===== src/rtl/kwd_pkg.sv =====
package kwd_pkg;
    localparam int BUS_W = 16;

    localparam logic [1:0] A_KEY    = 2'd0;
    localparam logic [1:0] A_PRESC  = 2'd1;
    localparam logic [1:0] A_RELOAD = 2'd2;
    localparam logic [1:0] A_STATUS = 2'd3;

    localparam logic [BUS_W-1:0] K_UNLOCK = 16'h5555;
    localparam logic [BUS_W-1:0] K_LOCK   = 16'h0000;
    localparam logic [BUS_W-1:0] K_START  = 16'hCCCC;
    localparam logic [BUS_W-1:0] K_KICK   = 16'hAAAA;
endpackage


===== src/rtl/kwd_pend.sv =====
// Programmed/active register pair; the programmed value moves to the
// active copy after SYNC_TICKS prescaled ticks, with busy raised meanwhile.
module kwd_pend #(
    parameter int W = 12,
    parameter int SYNC_TICKS = 2,
    parameter logic [W-1:0] RST_VAL = '0
) (
    input  logic         clk,
    input  logic         rst_n,
    input  logic         load,
    input  logic [W-1:0] wval,
    input  logic         tick,
    output logic [W-1:0] prog,
    output logic [W-1:0] act,
    output logic         busy
);
    localparam int SW = $clog2(SYNC_TICKS + 1);

    typedef struct packed {
        logic [W-1:0]  prog;
        logic [W-1:0]  act;
        logic          busy;
        logic [SW-1:0] left;
    } pend_t;

    pend_t s_d, s_q;

    always_comb begin
        s_d = s_q;
        if (load) begin
            s_d.prog = wval;
            s_d.busy = 1'b1;
            s_d.left = SW'(SYNC_TICKS);
        end else if (s_q.busy && tick) begin
            if (s_q.left <= SW'(1)) begin
                s_d.act  = s_q.prog;
                s_d.busy = 1'b0;
                s_d.left = '0;
            end else begin
                s_d.left = s_q.left - SW'(1);
            end
        end
    end

    always_ff @(posedge clk or negedge rst_n) begin
        if (!rst_n) begin
            s_q <= '{prog: RST_VAL, act: RST_VAL, busy: 1'b0, left: '0};
        end else begin
            s_q <= s_d;
        end
    end

    assign prog = s_q.prog;
    assign act  = s_q.act;
    assign busy = s_q.busy;
endmodule


===== src/rtl/kwd_regs.sv =====
// Key decoding, write lock and the two synchronised configuration registers.
module kwd_regs
    import kwd_pkg::*;
#(
    parameter int MAX_CODE = 6,
    parameter int RLD_W = 12,
    parameter int SYNC_TICKS = 2,
    localparam int PCODE_W = $clog2(MAX_CODE + 1)
) (
    input  logic               clk,
    input  logic               rst_n,
    input  logic               bus_wr,
    input  logic [1:0]         bus_addr,
    input  logic [BUS_W-1:0]   bus_wdata,
    input  logic               tick,
    output logic               unlocked,
    output logic               start_req,
    output logic               kick_req,
    output logic [PCODE_W-1:0] prog_code,
    output logic [PCODE_W-1:0] act_code,
    output logic [RLD_W-1:0]   prog_reload,
    output logic [RLD_W-1:0]   act_reload,
    output logic               presc_busy,
    output logic               reload_busy
);
    typedef struct packed {
        logic unlocked;
    } lock_t;

    lock_t s_d, s_q;
    logic wr_key, pr_load, rl_load;
    logic [PCODE_W-1:0] code_in;

    always_comb begin
        s_d     = s_q;
        wr_key  = bus_wr && (bus_addr == A_KEY);
        pr_load = bus_wr && (bus_addr == A_PRESC) && s_q.unlocked;
        rl_load = bus_wr && (bus_addr == A_RELOAD) && s_q.unlocked;
        if (wr_key && bus_wdata == K_UNLOCK) begin
            s_d.unlocked = 1'b1;
        end else if (wr_key && bus_wdata == K_LOCK) begin
            s_d.unlocked = 1'b0;
        end
        if (bus_wdata > BUS_W'(MAX_CODE)) begin
            code_in = PCODE_W'(MAX_CODE);
        end else begin
            code_in = bus_wdata[PCODE_W-1:0];
        end
    end

    always_ff @(posedge clk or negedge rst_n) begin
        if (!rst_n) begin
            s_q <= '{unlocked: 1'b0};
        end else begin
            s_q <= s_d;
        end
    end

    assign unlocked  = s_q.unlocked;
    assign start_req = wr_key && (bus_wdata == K_START);
    assign kick_req  = wr_key && (bus_wdata == K_KICK);

    kwd_pend #(.W(PCODE_W), .SYNC_TICKS(SYNC_TICKS), .RST_VAL('0)) u_pend_presc (
        .clk(clk), .rst_n(rst_n), .load(pr_load), .wval(code_in), .tick(tick),
        .prog(prog_code), .act(act_code), .busy(presc_busy)
    );

    kwd_pend #(.W(RLD_W), .SYNC_TICKS(SYNC_TICKS), .RST_VAL('1)) u_pend_reload (
        .clk(clk), .rst_n(rst_n), .load(rl_load), .wval(bus_wdata[RLD_W-1:0]), .tick(tick),
        .prog(prog_reload), .act(act_reload), .busy(reload_busy)
    );
endmodule


===== src/rtl/kwd_presc.sv =====
// Power-of-two divider: a tick every 2^(code+2) cycles, restartable.
module kwd_presc #(
    parameter int MAX_CODE = 6,
    localparam int PCODE_W = $clog2(MAX_CODE + 1),
    localparam int DW = MAX_CODE + 2
) (
    input  logic               clk,
    input  logic               rst_n,
    input  logic [PCODE_W-1:0] code,
    input  logic               restart,
    output logic               tick
);
    typedef struct packed {
        logic [DW-1:0] cnt;
    } div_t;

    div_t s_d, s_q;
    logic [DW-1:0] mask;

    always_comb begin
        for (int i = 0; i < DW; i++) begin
            mask[i] = (i < int'(code) + 2);
        end
        tick = &(s_q.cnt | ~mask);
        s_d  = s_q;
        if (restart || tick) begin
            s_d.cnt = '0;
        end else begin
            s_d.cnt = s_q.cnt + DW'(1);
        end
    end

    always_ff @(posedge clk or negedge rst_n) begin
        if (!rst_n) begin
            s_q <= '{cnt: '0};
        end else begin
            s_q <= s_d;
        end
    end
endmodule


===== src/rtl/kwd_count.sv =====
// Down counter that pulses the reset output on a tick at zero, then reloads.
module kwd_count #(
    parameter int RLD_W = 12
) (
    input  logic             clk,
    input  logic             rst_n,
    input  logic             start_req,
    input  logic             kick_req,
    input  logic             tick,
    input  logic [RLD_W-1:0] reload,
    output logic             running,
    output logic             wd_rst
);
    typedef struct packed {
        logic             running;
        logic [RLD_W-1:0] cnt;
        logic             pulse;
    } cnt_t;

    cnt_t s_d, s_q;

    always_comb begin
        s_d = s_q;
        s_d.pulse = 1'b0;
        if (start_req || (kick_req && s_q.running)) begin
            s_d.running = 1'b1;
            s_d.cnt     = reload;
        end else if (s_q.running && tick) begin
            if (s_q.cnt == '0) begin
                s_d.pulse = 1'b1;
                s_d.cnt   = reload;
            end else begin
                s_d.cnt = s_q.cnt - RLD_W'(1);
            end
        end
    end

    always_ff @(posedge clk or negedge rst_n) begin
        if (!rst_n) begin
            s_q <= '{running: 1'b0, cnt: '0, pulse: 1'b0};
        end else begin
            s_q <= s_d;
        end
    end

    assign running = s_q.running;
    assign wd_rst  = s_q.pulse;
endmodule


===== src/rtl/keyed_wdog.sv =====
module keyed_wdog
    import kwd_pkg::*;
#(
    parameter int MAX_CODE = 6,
    parameter int RLD_W = 12,
    parameter int SYNC_TICKS = 2
) (
    input  logic        clk,
    input  logic        rst_n,
    input  logic        bus_wr,
    input  logic [1:0]  bus_addr,
    input  logic [15:0] bus_wdata,
    output logic [15:0] bus_rdata,
    output logic        wd_rst
);
    localparam int PCODE_W = $clog2(MAX_CODE + 1);

    logic               tick, unlocked, start_req, kick_req, running;
    logic               presc_busy, reload_busy;
    logic [PCODE_W-1:0] prog_code, act_code;
    logic [RLD_W-1:0]   prog_reload, act_reload;

    kwd_regs #(.MAX_CODE(MAX_CODE), .RLD_W(RLD_W), .SYNC_TICKS(SYNC_TICKS)) u_regs (
        .clk(clk), .rst_n(rst_n), .bus_wr(bus_wr), .bus_addr(bus_addr),
        .bus_wdata(bus_wdata), .tick(tick), .unlocked(unlocked),
        .start_req(start_req), .kick_req(kick_req),
        .prog_code(prog_code), .act_code(act_code),
        .prog_reload(prog_reload), .act_reload(act_reload),
        .presc_busy(presc_busy), .reload_busy(reload_busy)
    );

    kwd_presc #(.MAX_CODE(MAX_CODE)) u_presc (
        .clk(clk), .rst_n(rst_n), .code(act_code),
        .restart(start_req || (kick_req && running)), .tick(tick)
    );

    kwd_count #(.RLD_W(RLD_W)) u_count (
        .clk(clk), .rst_n(rst_n), .start_req(start_req), .kick_req(kick_req),
        .tick(tick), .reload(act_reload), .running(running), .wd_rst(wd_rst)
    );

    always_comb begin
        case (bus_addr)
            A_PRESC:  bus_rdata = BUS_W'(prog_code);
            A_RELOAD: bus_rdata = BUS_W'(prog_reload);
            A_STATUS: bus_rdata = {14'd0, reload_busy, presc_busy};
            default:  bus_rdata = '0;
        endcase
    end
endmodule


===== config.mk =====
export PLATFORM = sky130hd
export DESIGN_NAME = keyed_wdog
export DESIGN_NICKNAME = d
export VERILOG_FILES = /design/src/rtl/kwd_pkg.sv /design/src/rtl/kwd_pend.sv /design/src/rtl/kwd_regs.sv /design/src/rtl/kwd_presc.sv /design/src/rtl/kwd_count.sv /design/src/rtl/keyed_wdog.sv
export SDC_FILE = /design/constraint.sdc
export NUM_CORES = 1
export LEC_CHECK = 0
export BUFFER_PORTS_ARGS = -buffer_cell sky130_fd_sc_hd__buf_4
export CAP_MARGIN = 20
export CELL_PAD_IN_SITES_DETAIL_PLACEMENT = 0
export CELL_PAD_IN_SITES_GLOBAL_PLACEMENT = 1
export CORE_MARGIN = 8
export CORE_UTILIZATION = 43
export CTS_CLUSTER_DIAMETER = 200
export DETAILED_ROUTE_END_ITERATION = 6
export PLACE_DENSITY = 0.86
export SETUP_SLACK_MARGIN = 0.05
export SLEW_MARGIN = 20
export SYNTH_ARGS = -nofsm -noshare
export SYNTH_HDL_FRONTEND = slang
export SYNTH_HIERARCHICAL = 1
export SYNTH_SLANG_ARGS = --single-unit

===== constraint.sdc =====
create_clock -name clk -period 2.76 [get_ports clk]
set_clock_uncertainty 0.2 [all_clocks]
set_input_delay 0.138 -clock clk [delete_from_list [all_inputs] [get_ports clk]]
set_output_delay 0.138 -clock clk [all_outputs]
set_load 0.1 [all_outputs]

# Word-level counts from Yosys, hierarchy flattened
# Cells that the tools add are included.
[classes]
bitwise_logic = 4
n_lt_le_gt_ge = 11
n_reduce_logical = 29
n_eq_ne = 6
n_mux = 18
add_sub_neg = 5
[ops]
columns = ["op", "count"]
rows = [
  ["4-bit by 32-bit less-than comparator with 1-bit output, first input constant", 4],
  ["3-bit by 32-bit less-than comparator with 1-bit output, first input constant", 2],
  ["12-bit one-hot mux with 3 select lines", 1],
  ["16-bit == test, second input constant", 2],
  ["2-bit by 32-bit less-than comparator with 1-bit output, first input constant", 1],
  ["12-bit two-way mux", 2],
  ["16-bit by 15-bit == test with 1-bit output, second input constant", 1],
  ["16-bit by 3-bit greater-than comparator with 1-bit output, second input constant", 1],
  ["16-bit zero test", 1],
  ["3-bit two-way mux", 5],
  ["1-bit logical AND", 13],
  ["13-bit two-way mux", 1],
  ["12-bit zero test", 1],
  ["2-bit nonzero test", 6],
  ["12-bit by 1-bit subtractor with 12-bit output, second input constant", 1],
  ["8-bit by 1-bit adder with 8-bit output, second input constant", 1],
  ["8-bit two-way mux", 1],
  ["8-bit NOT", 1],
  ["8-bit bitwise OR", 1],
  ["8-bit AND reduction", 1],
  ["1-bit two-way mux", 6],
  ["3-bit AND reduction", 2],
  ["3-bit by 2-bit adder with 4-bit output, second input constant", 1],
  ["2-bit == test, second input constant", 2],
  ["other kinds (9)", 15],
]
[word_totals]
regBits = 59
output_inout_bits = 17

# Depth between registers and ports, before layout
[depth]
depth_word = 8
depth_mapped = 12
depth_no_buf = 9

# Hierarchy
# Netlist, hierarchy kept.
[modules_own_cells]
columns = ["module", "n_inst", "cells_per_inst", "seq_area_each_um2", "area_per_inst_um2"]
rows = [
  ["kwd_pend (u_regs.u_pend_reload)", 1, 86, 705.7, 1303.8],
  ["kwd_count", 1, 97, 350.3, 940.9],
  ["kwd_presc", 1, 50, 200.2, 506.7],
  ["kwd_pend (u_regs.u_pend_presc)", 1, 30, 225.2, 410.4],
  ["kwd_regs", 1, 27, 25.0, 192.7],
  ["keyed_wdog", 1, 23, 0.0, 180.2],
]

# Least setup slack after synthesis
# Ideal clock, no wire load.
[synth_path]
path_kind = "reg2reg"
from = "register u_regs.u_pend_presc.s_q (netlist bit u_regs/u_pend_presc/act[1])"
to = "register u_regs.u_pend_reload.s_q (netlist bit u_regs/u_pend_reload/act[0])"
arrival_ns = 2.728
n_path_buf = 2
setup_slack_ns = -0.250
synth_period_minus_slack_ns = 3.010
required_time_ns = 2.478
path_stages_with_launch = 10
setup_time_ns = 0.082
cell_sequence = "dfrtp_1 > buf_4 > inv_1 > ha_1 > a31oi_1 > or3_1 > a21oi_1 > nor4bb_4 > buf_8 > mux2_4"
[synth_via]
elab_chain_cells = 7
[synth_rtl]
columns = ["element", "line", "text"]
rows = [
  ["from (decl)", "kwd_pend.sv:26", "pend_t s_d, s_q;"],
  ["from (signal assigned)", "kwd_pend.sv:47", "s_q <= '{prog: RST_VAL, act: RST_VAL, busy: 1'b0, left: '0};"],
  ["3-bit by 2-bit adder with 4-bit output *", "kwd_presc.sv:22", "mask[i] = (i < int'(code) + 2);"],
  ["2-bit by 32-bit less-than comparator with 1-bit output, or another cell as far along", "kwd_presc.sv:22", ""],
  ["8-bit NOT *", "kwd_presc.sv:24", "tick = &(s_q.cnt | ~mask);"],
  ["8-bit bitwise OR *", "kwd_presc.sv:24", ""],
  ["8-bit AND reduction *", "kwd_presc.sv:24", ""],
  ["via tick", "keyed_wdog.sv:18", "logic tick, unlocked, start_req, kick_req, running;"],
  ["1-bit logical AND *", "kwd_pend.sv:34", "end else if (s_q.busy && tick) begin"],
  ["3-bit AND reduction (no line) *", "-", ""],
  ["to (signal assigned)", "kwd_pend.sv:47", ""],
  ["to (decl)", "kwd_pend.sv:26", ""],
]
# Mark *: on every way through the listed nets, which the timed path passes. The rest lies on a longest branch.
# A chain may end at the register's enable or synchronous reset.

# Worst setup path after layout
[layout_path]
from = "register u_regs.u_pend_presc.s_q (netlist bit u_regs/u_pend_presc/act[2])"
to = "register u_regs.u_pend_presc.s_q (netlist bit u_regs/u_pend_presc/act[1])"
[layout_via]
elab_chain_cells = 7
[layout_rtl]
columns = ["element", "line"]
rows = [
  ["3-bit by 2-bit adder with 4-bit output *", "kwd_presc.sv:22"],
  ["2-bit by 32-bit less-than comparator with 1-bit output, or another cell as far along", "kwd_presc.sv:22"],
  ["8-bit NOT *", "kwd_presc.sv:24"],
  ["8-bit bitwise OR *", "kwd_presc.sv:24"],
  ["8-bit AND reduction *", "kwd_presc.sv:24"],
  ["via tick", "keyed_wdog.sv:18"],
  ["1-bit logical AND *", "kwd_pend.sv:34"],
  ["3-bit AND reduction (no line) *", "-"],
]
# Marked as above.

==> impl_metrics.tcl <==
set metrics [dict create \
    cts_buffer_depth 2 \
    grt_remaining_overflow 0 \
    gp_congestion 0.803 \
    critical_path_required_ps 2780 \
    synth-seq-cells 59 \
    port_buffers 33 \
    antenna_found_initial 0 \
    grtUsageMet3 0.0384 \
    postSynth.asyncResetShare 1.00 \
    area_growth_pct 16.4 \
    drv_cap 0 \
    rsz0062_at_grt "false" \
    p_comb_frac 0.057 \
    yosysTopAreaCell "dfrtp_1" \
    grtUsageTotal 0.132 \
    final_nets 372 \
    min_period_ps 2600 \
    clk_pin_slew_worst_paths_ps 70 \
    finalHoldViolations 0 \
    whs_ps 71.2 \
    power_uw 1750 \
    synth_cells 313 \
    period_share 0.940 \
    synth_top_flop_cell "dfrtp_1" \
    numCtsBuffers 9 \
    synth_area_um2 3530 \
    synth_top_area_share 0.248 \
    worstSetupPathType "flop to flop" \
    dp_hpwl_mm 5.11 \
    die_h_um 107 \
    via_count 2435 \
    avgSynthCellArea_um2 11.3 \
    grt_pass1_vias 2534 \
    root_buffer "clkbuf_8" \
    gr-usage-met2 0.214 \
    ys_seq_area_frac 0.426 \
    fmax_mhz 385 \
    worst_slew_pin_slew_ps 750 \
    setup_violations 0 \
    wl_per_cell_um 15.8 \
    final_core_util 0.509 \
    num_antenna_cells 0 \
    clkPwrFrac 0.448 \
    ant_nets 0 \
    multi_input_area_um2 1720 \
    synth_edf_count 0 \
    ir_worst_vdd_mv 0.273 \
    worstPathArrival_ps 2610 \
    ff_latch_area_um2 1510 \
    clkLatencyLatePin_ps 330 \
    coreArea_um2 8090 \
    ys.warnings.count 6 \
    power_frac_seq 0.495 \
    finalSetupTns_ps 0 \
    io-pin-count 38 \
    h-tree-depth 3 \
    cp-end-kind "flop" \
    die-area_um2 11400 \
    p_leak_uw 0.00184 \
    slew_violations 0 \
    detail_route.iter0.violations 101 \
    tritoncts "done" \
    dr.pass1.iters 4 \
    drc 0 \
    cp-start-kind "flop" \
    p_switching_uw 411 \
    routed_wl_mm 7.18 \
    use_met1 0.162 \
    synth_area_leaders "dfrtp_1 25%, dfstp_2 18%, buf_4 7.4%" \
    start_util 0.437 \
    synth_cell_types 68 \
    r2r_slack_ps 160 \
    pwr_density_cell_nw_per_um2 426 \
    cts_sinks 59 \
    grt_max_degree 60 \
    drive_above_1_share 0.424 \
    switching_share 0.235 \
    hp-class "input pin to flop" \
    viasPerCell 5.36 \
    grt_pass1_wl_mm 12.2 \
    cp_max_fo 9 \
    status "finished, final reports clean" \
    p_int_uw 1340 \
    row_count 33 \
    top_usage_layer "met2" \
    fillers 724 \
    dieWidth_um 107 \
    slew_headroom 0.500 \
]
final cells by class:
| cell class | instances | share of cell area |
|---|---|---|
| multi-input cells | 204 | 0.417 |
| inverters | 9 | 0.00821 |
| clock inverters | 4 | 0.00730 |
| flip-flops and latches | 59 | 0.366 |
| repair buffers | 61 | 0.126 |
| clock buffers | 12 | 0.0432 |
| well taps | 105 | 0.0319 |
state kept, by name (all words and copies together) (netlist names):
name and flops:
u_count/running 1, u_regs/u_pend_presc/act 3, u_count/s_q 12, u_regs/u_pend_reload/busy 1, u_regs/unlocked 1, u_regs/u_pend_presc/s_q 2
u_regs/u_pend_reload/act 12, u_count/wd_rst 1, u_regs/u_pend_presc/busy 1, u_regs/u_pend_presc/prog 3, u_presc/s_q 8, u_regs/u_pend_reload/s_q 2
u_regs/u_pend_reload/prog 12
synthesized netlist by cell type, types with 3 or more instances:
library cell,count
buf_4,35
dfrtp_1,35
dfstp_2,24
mux2_2,21
nor2_1,18
mux2_4,11
a21oi_1,10
nand2_1,10
and2_1,9
inv_1,9
nand4_1,9
nor3_1,8
ha_1,7
nand3_1,6
nand2b_1,5
nor4_1,5
o21ai_0,5
xor2_1,5
buf_6,4
a21o_1,3
a221o_1,3
a22o_1,3
and3_1,3
o21ai_2,3
xnor2_1,3
power groups by stage:
stage	Clock, uW	Sequential [uW]	Combinational [uW]
after CTS	809	866	100
final	785	867	99.9
after floorplan	0	882	37.9
after detailed placement	0	881	84.6
after global routing	846	866	108
after global placement	0	881	83.6
worst paths after layout:
check                                       startpoint                     endpoint  cells past startpoint
setup / recovery            u_regs/u_pend_presc/act[2]   u_regs/u_pend_presc/act[1]                      9
hold / removal                           bus_wdata[13]  u_regs/u_pend_presc/prog[2]                      4
setup reg to reg            u_regs/u_pend_presc/act[2]   u_regs/u_pend_presc/act[1]                      9
hold reg to reg            u_regs/u_pend_reload/act[4]               u_count/s_q[5]                      2
max in group asynchronous                        rst_n              u_count/running                      2
min in group asynchronous                        rst_n               u_presc/s_q[3]                      2
timing repair:
action                                  CTS  global route
endpoints found under the setup margin    6            28
gates resized for setup                   3             9
hold buffers                             15             0
endpoints found under the hold margin    49             0
pin swaps                                 2             2
setup buffers                             2             0
cells in the final DEF, fill, tap and decap left out, types with 4 or more instances in the layout:
master,synthesis,layout
nor3_1,8,8
buf_4,35,42
nand2_1,10,10
clkbuf_8,0,9
mux2_4,11,11
xor2_1,5,5
dlygate4sd3_1,0,15
nor4_1,5,5
mux2_2,21,21
a21oi_1,10,8
and2_1,9,9
nand2b_1,5,5
conb_1,1,4
nand3_1,6,6
dfrtp_1,35,35
nor2_1,18,18
dfstp_2,24,24
o21ai_0,5,5
inv_1,9,8
ha_1,7,6
nand4_1,9,9
critical path, stage by stage, from the launching register on:
cell	delay, ps
dfrtp_1	390
inv_2	80
ha_4	270
a21oi_2	70
or3_4	400
a21oi_4	200
buf_6	130
buf_6	120
and4bb_2	280
mux2_2	350
cell families after synthesis:
kind of cell / synth area share
simple gates: 0.183
other cells: 0.00106
mux: 0.114
buf+inv: 0.106
compound gates: 0.126
flops: 0.426
xor+xnor: 0.0198
fa+ha+maj: 0.0248
per-stage QoR:
step | setup WS, ps | cell area (um^2) | cells
final | 165 | 4120 | 454
after global routing | 64.4 | 4120 | 454
after CTS | 57.6 | 4080 | 454
after detailed placement | 74.9 | 3690 | 421
after global placement | 145 | 3690 | 421
after floorplan | 60.2 | 3560 | 316
per-layer routing:
metal,vias to the layer above,wire (um)
met4,0,97
met3,8,322
met5,-,0
li1,1176,-
met2,63,3460
met1,1188,3290
No activity file was read; power rests on OpenSTA's default activity.
